==> src/rtl/pwm_sample_trigger.sv <==
module pwm_sample_trigger #(
  parameter int TMR_W = 16,
  parameter int PS_W  = 4
) (
  input  logic             clk,
  input  logic             rst_n,
  input  logic             run_en,
  input  logic [TMR_W-1:0] tmr_val,
  input  logic             cnt_down,
  input  logic             updown_mode,
  input  logic             cmp_wr,
  input  logic [TMR_W-1:0] cmp_wdata,
  input  logic             cmp_wdir,
  input  logic [PS_W-1:0]  post_sel,
  output logic             trig_o
);

  logic [TMR_W-1:0] cmp_q;
  logic             dir_q;
  logic             eq_prev;
  logic             trig_q;
  logic [PS_W-1:0]  ps_cnt;

  logic dir_ok, eq_now, hit, wrap;

  assign dir_ok = !updown_mode || (cnt_down == dir_q);
  assign eq_now = (tmr_val == cmp_q) && dir_ok;
  assign hit    = eq_now && !eq_prev && run_en;
  assign wrap   = ps_cnt >= post_sel;
  assign trig_o = trig_q;

  always_ff @(posedge clk or negedge rst_n) begin
    if (!rst_n) begin
      cmp_q   <= '0;
      dir_q   <= 1'b0;
      eq_prev <= 1'b0;
      ps_cnt  <= '0;
      trig_q  <= 1'b0;
    end else begin
      eq_prev <= eq_now;
      trig_q  <= hit && wrap && !cmp_wr;
      if (cmp_wr) begin
        cmp_q  <= cmp_wdata;
        dir_q  <= cmp_wdir;
        ps_cnt <= '0;
      end else if (hit) begin
        ps_cnt <= wrap ? '0 : ps_cnt + 1'b1;
      end
    end
  end

endmodule


==> config.mk <==
export PLATFORM = sky130hd
export DESIGN_NAME = pwm_sample_trigger
export DESIGN_NICKNAME = d
export VERILOG_FILES = /design/src/rtl/pwm_sample_trigger.sv
export SDC_FILE = /design/constraint.sdc
export NUM_CORES = 1
export LEC_CHECK = 0
export BUFFER_PORTS_ARGS = -buffer_cell sky130_fd_sc_hd__clkbuf_2
export CORE_MARGIN = 10
export CORE_UTILIZATION = 40
export DETAILED_ROUTE_END_ITERATION = 12
export PLACE_DENSITY = 0.77
export SLEW_MARGIN = 40
export SYNTH_ARGS = -nofsm -noshare
export SYNTH_HDL_FRONTEND = slang
export SYNTH_SLANG_ARGS = --single-unit
==> constraint.sdc <==
create_clock -name clk -period 2.4 [get_ports clk]
set_input_delay 0.24 -clock clk [delete_from_list [all_inputs] [get_ports clk]]
set_output_delay 0.24 -clock clk [all_outputs]
set_load 0.005 [all_outputs]
==> results.cfg, run 1 <==
[detailed_routing]
via_per_inst = 4.78
wire_per_inst_um = 13.6
dr_total_vias = 955
dr.pass1.iters = 4
first_iter_violations = 13
drc_errors = 0
drt_wl_total_mm = 2.71
ant_nets = 0

[timing]
fin_crit_ps = 1900
worst_pin_slew_ps = 570
finClkSkew_ps = 20.7
setup_violations = 0
fmax_mhz = 525
fin_setup_tns_ps = 0
slew_headroom_pct = 62.0
fin_crit_sh_pct = 79.3
rsz0062_at_grt = false
hold_viol = 0
setup_slack_ps = 497
drv_slew = 0

[synthesis]
avgSynthCellArea_um2 = 11.6
syn_nets = 158
synth_cells = 110
syn_area_um2 = 1280
yosys_warnings = 0
yosysSeqAreaShare_pct = 45.0
ys_types = 27
ys_ff_latch = 23

[die]
dieHeight_um = 76.6
dieArea_um2 = 5860
io_pins = 44
initial_core_util_pct = 41.9
rows = 20
die_x_um = 76.6
coreArea_um2 = 3050

[global_routing]
antenna_found_initial = 0
grtUsageTotal_pct = 9.75
grt_max_degree = 25
grt_pass1_vias = 1069
grt-ovfl-total = 0
grt_pass1_wl_mm = 4.73

[clock_network]
ctsResizeCount = 0
cts_tree = done
clk_pin_slew_ps = 130
cts_root_buf = clkbuf_4
cts_made_buffers = 3
cts_max_level = 1
cts_sinks = 23
clock_latency_ps = 320
postCtsSetupRepairBufs = 0
cts.path.max_buffers = 2

[layout]
instances_no_fill = 200
drive_above_1_share_pct = 46.2
finalNetCount = 205
final_cell_area_um2 = 1580
n_antenna_cell = 0
final.fill_count = 293
areaGrowthSynthToFinish_pct = 23.5

[power]
irDropWorstVdd_mv = 0.393
p_leak_uw = 0.000755
total_power_uw = 758
power.density_nw_per_um2 = 479

[setup_path]
path_class = flip-flop to flip-flop
ff2ff_path_depth = 7
cp.required_ps = 2650
startpoint = ps_cnt[0]
r2r-end = ps_cnt[1]
arrival_ps = 2150
crit_path_start_kind = flip-flop
cp-end-kind = flip-flop
worstPathMaxFanout = 5
r2r_start = ps_cnt[0]
ff2ff_setup_slack_ps = 500
cp-endpoint = ps_cnt[1]

[placement]
numPortBuffers = 43
gp_congestion = 0.717
dp.cells = 195
dpl_worst_slack_ps = 526
dp_hpwl_mm = 2.30
post_dp_cell_area_um2 = 1540

[run_status]
outcome = finished, final reports clean

[run]
cap_violations = 0

[hold_path]
hold_path.class = primary input to flip-flop
==> layer usage <==
layer,vias to the layer above,GRT usage (%),share of wire (%)
met4,0,2.79,1.1
met5,-,0,0
li1,481,-,-
met3,3,4.48,8.3
met1,437,11.1,44
met2,34,16.0,47
==> cell type report <==
| class | instances | area [um^2] | area share (%) |
|---|---|---|---|
| multi-input combinational | 81 | 682 | 43.2 |
| sequential | 23 | 576 | 36.4 |
| timing repair buffer | 44 | 225 | 14.3 |
| tap | 44 | 55.1 | 3.48 |
| clock buffer | 3 | 22.5 | 1.43 |
| inverter | 4 | 15.0 | 0.950 |
| clock inverter | 1 | 5.00 | 0.317 |
==> state kept, by name, summed over array words and instances (netlist names) <==
name,cells
eq_prev,1
cmp_q,16
ps_cnt,4
dir_q,1
trig_o,1
==> cells in the mapped netlist (all sizes together) <==
cell | count | area [um^2]
and2b | 1 | 8.76
buf | 1 | 3.75
mux2 | 17 | 191
a2111o | 1 | 11.3
nor2b | 2 | 12.5
nor2 | 6 | 22.5
a21oi | 5 | 25.0
inv | 4 | 15.0
nor3b | 1 | 7.51
a21boi | 1 | 7.51
nand2 | 3 | 11.3
dfrtp | 23 | 576
o31ai | 6 | 45.0
ha | 5 | 62.6
nand3 | 3 | 20.0
a211oi | 1 | 12.5
nor4 | 3 | 37.5
and2 | 2 | 13.8
xor2 | 17 | 149
nor3 | 1 | 5.00
nand2b | 2 | 12.5
clkbuf | 1 | 3.75
nand4 | 2 | 12.5
and3 | 2 | 13.8
==> per-stage QoR <==
| step | utilization [%] | hold WS (ps) |
|---|---|---|
| 2_1_floorplan | - | -55.6 |
| 4_1_cts | 51.8 | 135 |
| 5_1_grt | 51.8 | 126 |
| 3_5_place_dp | 50.5 | 263 |
| 6_report | 51.8 | 138 |
| 3_3_place_gp | 50.5 | 249 |
==> kinds of logic after synthesis <==
kind of cell	count (synthesis)	synth area share [%]
compound gates	14	7.92
xor+xnor	17	11.6
fa+ha+maj	5	4.89
buf+inv	6	1.76
flops	23	45.0
mux	17	15.0
simple gates	28	13.9
==> repair_timing <==
item                                    in CTS  in global routing
hold buffers                                 1                  0
endpoints found under the hold margin       23                  0
endpoints found under the setup margin       0                  0
==> power by group <==
part / internal, uW / leakage, uW / switching (uW)
clock network: 62.4 / 0.0000177 / 115
logic: 80.0 / 0.000455 / 65.2
registers: 416 / 0.000283 / 18.6
==> critical path, stage by stage (launching register included) <==
cell and delay, ps:
dfrtp_1 430, inv_1 60, ha_1 260, nand2b_1 140
a2111o_1 480, a21boi_0 180, nand4_1 130, a21oi_1 160
==> worst min-delay path by stage <==
stage | startpoint | endpoint | slack, ps | depth (start not counted)
2_1_floorplan | rst_n | cmp_q[0] | -60 | 0
3_3_place_gp | rst_n | cmp_q[8] | 250 | 1
3_5_place_dp | rst_n | cmp_q[8] | 260 | 1
4_1_cts | cmp_wdata[6] | cmp_q[6] | 130 | 2
5_1_grt | cmp_wdata[0] | cmp_q[0] | 130 | 2
6_report | cmp_wdata[6] | cmp_q[6] | 140 | 2
==> placed cells by master (no fill, tap or decap) <==
master         count
inv_1              4
nor3_1             1
nand2_1            3
xor2_1            17
nand3_2            1
dlygate4sd3_1      1
dfrtp_1           23
nand4_1            2
nor2b_1            2
clkbuf_2          43
o31ai_1            6
and3_1             1
clkinv_2           1
a211oi_2           1
and2_2             1
nor2_1             6
nor3b_1            1
nor4_2             3
clkbuf_4           3
and3_2             1
a2111o_1           1
a21oi_1            5
a21boi_0           1
and2b_2            1
nand2b_1           2
mux2_2            17
ha_1               5
nand3_1            2
and2_1             1
Note: power is estimated with default switching activity, not from simulation.
==> run 2: changes to the inputs <==
--- a/config.mk
+++ b/config.mk
@@ -9,7 +9,7 @@
 export CORE_MARGIN = 10
 export CORE_UTILIZATION = 40
 export DETAILED_ROUTE_END_ITERATION = 12
-export PLACE_DENSITY = 0.77
+export PLACE_DENSITY = 0.8
 export SLEW_MARGIN = 40
 export SYNTH_ARGS = -nofsm -noshare
 export SYNTH_HDL_FRONTEND = slang
==> constraint.sdc (replaced) <==
create_clock -name clk -period 1.5 [get_ports clk]
set_input_delay 0.15 -clock clk [delete_from_list [all_inputs] [get_ports clk]]
set_output_delay 0.15 -clock clk [all_outputs]
set_load 0.005 [all_outputs]
==> run 2 against run 1 <==
The run now ends with negative setup slack left. Flip-flop and latch count did not move. Global-route usage grew 0.47 points. Setup slack worse by 740 ps. Largest cell class unchanged. Register-to-register slack lost 740 ps. Non-clock buffer count increased by 6. Via count up 4.9%. Die area unchanged.
==> results.cfg, run 2 (same netlist as run 1, synthesis figures left out) <==
[clock_network]
clk_pin_slew_ps = 120
cts_max_level = 1
clock_latency_ps = 310
cts_root_buf = clkbuf_4
cts_sinks = 23
cts_tree = done
cts.path.max_buffers = 2
cts_made_buffers = 3

[layout]
final_cell_mix = clkbuf_2 (43), dfrtp_1 (23), mux2_2 (17), xor2_1 (15)
largest_reg_flops = 16
drive_above_1_share_pct = 53.7
top_register = cmp_q
areaGrowthSynthToFinish_pct = 34.7
final_common_cell = clkbuf_2
n_antenna_cell = 0
finalNetCount = 211
largestRegisters = cmp_q (16), ps_cnt (4)

[setup_path]
cp-end-kind = flip-flop
r2r-end = ps_cnt[0]
crit_top_cell = a21oi_1
cp_slowest_cell = a2111o_1
crit_path_cell_trace = inv_1 -> ha_1 -> nand2b_4 -> a2111o_1 -> a21oi_1 -> nand4_1 -> a21oi_1
ff2ff_path_depth = 7
path_class = flip-flop to flip-flop
cp.required_ps = 1720
ff2ff_setup_slack_ps = -250
arrival_ps = 1970
worstPathMaxFanout = 5
startpoint = ps_cnt[0]
r2r_start = ps_cnt[0]
cpPeakStageDelay_ps = 450
cp-endpoint = ps_cnt[0]
crit_path_start_kind = flip-flop

[detailed_routing]
ant_nets = 0
via_per_inst = 4.86
dr_total_vias = 1002
first_iter_violations = 27
drt_wl_total_mm = 3.04
dr.pass1.iters = 4
wire_per_inst_um = 14.7
drc_errors = 0

[placement]
gp_congestion = 0.685
numPortBuffers = 43
dp_hpwl_mm = 2.45

[die]
dieHeight_um = 76.6
io_pins = 44
coreArea_um2 = 3050
initial_core_util_pct = 41.9
dieArea_um2 = 5860
die_x_um = 76.6
rows = 20

[global_routing]
grt_pass1_wl_mm = 5.11
grtUsageTotal_pct = 10.2
antenna_found_initial = 0
grt_pass1_vias = 1211
grt_max_degree = 25
grt-ovfl-total = 0

[timing]
fin_crit_sh_pct = 116
fmax_mhz = 573
hold_viol = 0
setup_slack_ps = -246
drv_slew = 0
fin_setup_tns_ps = -1140
worst_pin_slew_ps = 583
setup_violations = 5
fin_crit_ps = 1750
finClkSkew_ps = 8.62
rsz0062_at_grt = true
slew_headroom_pct = 61.2

[power]
p_leak_uw = 0.000804
irDropWorstVdd_mv = 0.670
power.density_nw_per_um2 = 725
total_power_uw = 1250

[run]
cap_violations = 0

[run_status]
outcome = finished, violations left
violations = negative setup slack

[hold_path]
whs_path_depth = 2
hold_path.class = primary input to flip-flop
-- run 2: changes by cell type in the layout (fill, tap and decap cells not counted), moves of 2 or more --
| cell | change |
|---|---|
| buf_4 | +6 |
| o31ai_1 | -4 |
| nor4_2 | -2 |
| nor4_4 | +2 |
| o31ai_2 | +2 |
| o31ai_4 | +2 |
| xor2_1 | -2 |
| xor2_2 | +2 |
-- run 2: per-layer routing --
metal	vias to the layer above	global-route usage, %	routed length (um)
met2	33	18.4	1630
met4	0	2.79	25
met1	475	10.8	1180
li1	489	-	-
met5	-	0	0
met3	5	4.01	208
-- run 2: worst max-delay path: cells and delay by family, from the launching register on --
| kind | cells | cell delay, ps |
|---|---|---|
| compound gates | 3 | 760 |
| flops | 1 | 360 |
| fa+ha+maj | 1 | 260 |
| simple gates | 2 | 230 |
| buf+inv | 1 | 40 |
-- run 2: report_power, final --
group	total, uW	internal [uW]	switching [uW]
clock network	277	104	173
registers	699	666	33.7
logic	273	142	132
-- run 2: through the flow --
step	instance area (um^2)	hold slack, ps	util [%]	worst slack, ps	cells
floorplan	1280	-146	-	-123	110
global placement	1580	161	51.6	-115	199
detailed placement	1580	168	51.6	-230	199
CTS	1650	64.7	54.1	-246	205
global route	1720	55.2	56.5	-344	206
finish	1720	65.7	56.5	-246	206
-- run 2: worst min-delay path by stage --
stage | from | endpoint
finish | cmp_wdata[15] | cmp_q[15]
global route | cmp_wdata[15] | cmp_q[15]
CTS | cmp_wdata[8] | cmp_q[8]
detailed placement | rst_n | cmp_q[2]
global placement | rst_n | cmp_q[5]
floorplan | rst_n | cmp_q[0]
-- run 2: timing repair --
| item | in CTS | in global routing |
|---|---|---|
| pin swaps | 0 | 4 |
| endpoints found under the hold margin | 23 | 0 |
| hold buffers | 1 | 0 |
| gates resized for setup | 6 | 9 |
| setup buffers | 1 | 1 |
| endpoints found under the setup margin | 5 | 5 |
-- run 2: cell type report --
type / instances / area, um^2
inverter: 4 / 15.0
fill: 279 / 1330
timing repair buffer: 50 / 270
clock buffer: 4 / 26.3
multi-input combinational: 81 / 782
sequential: 23 / 576
tap: 44 / 55.1
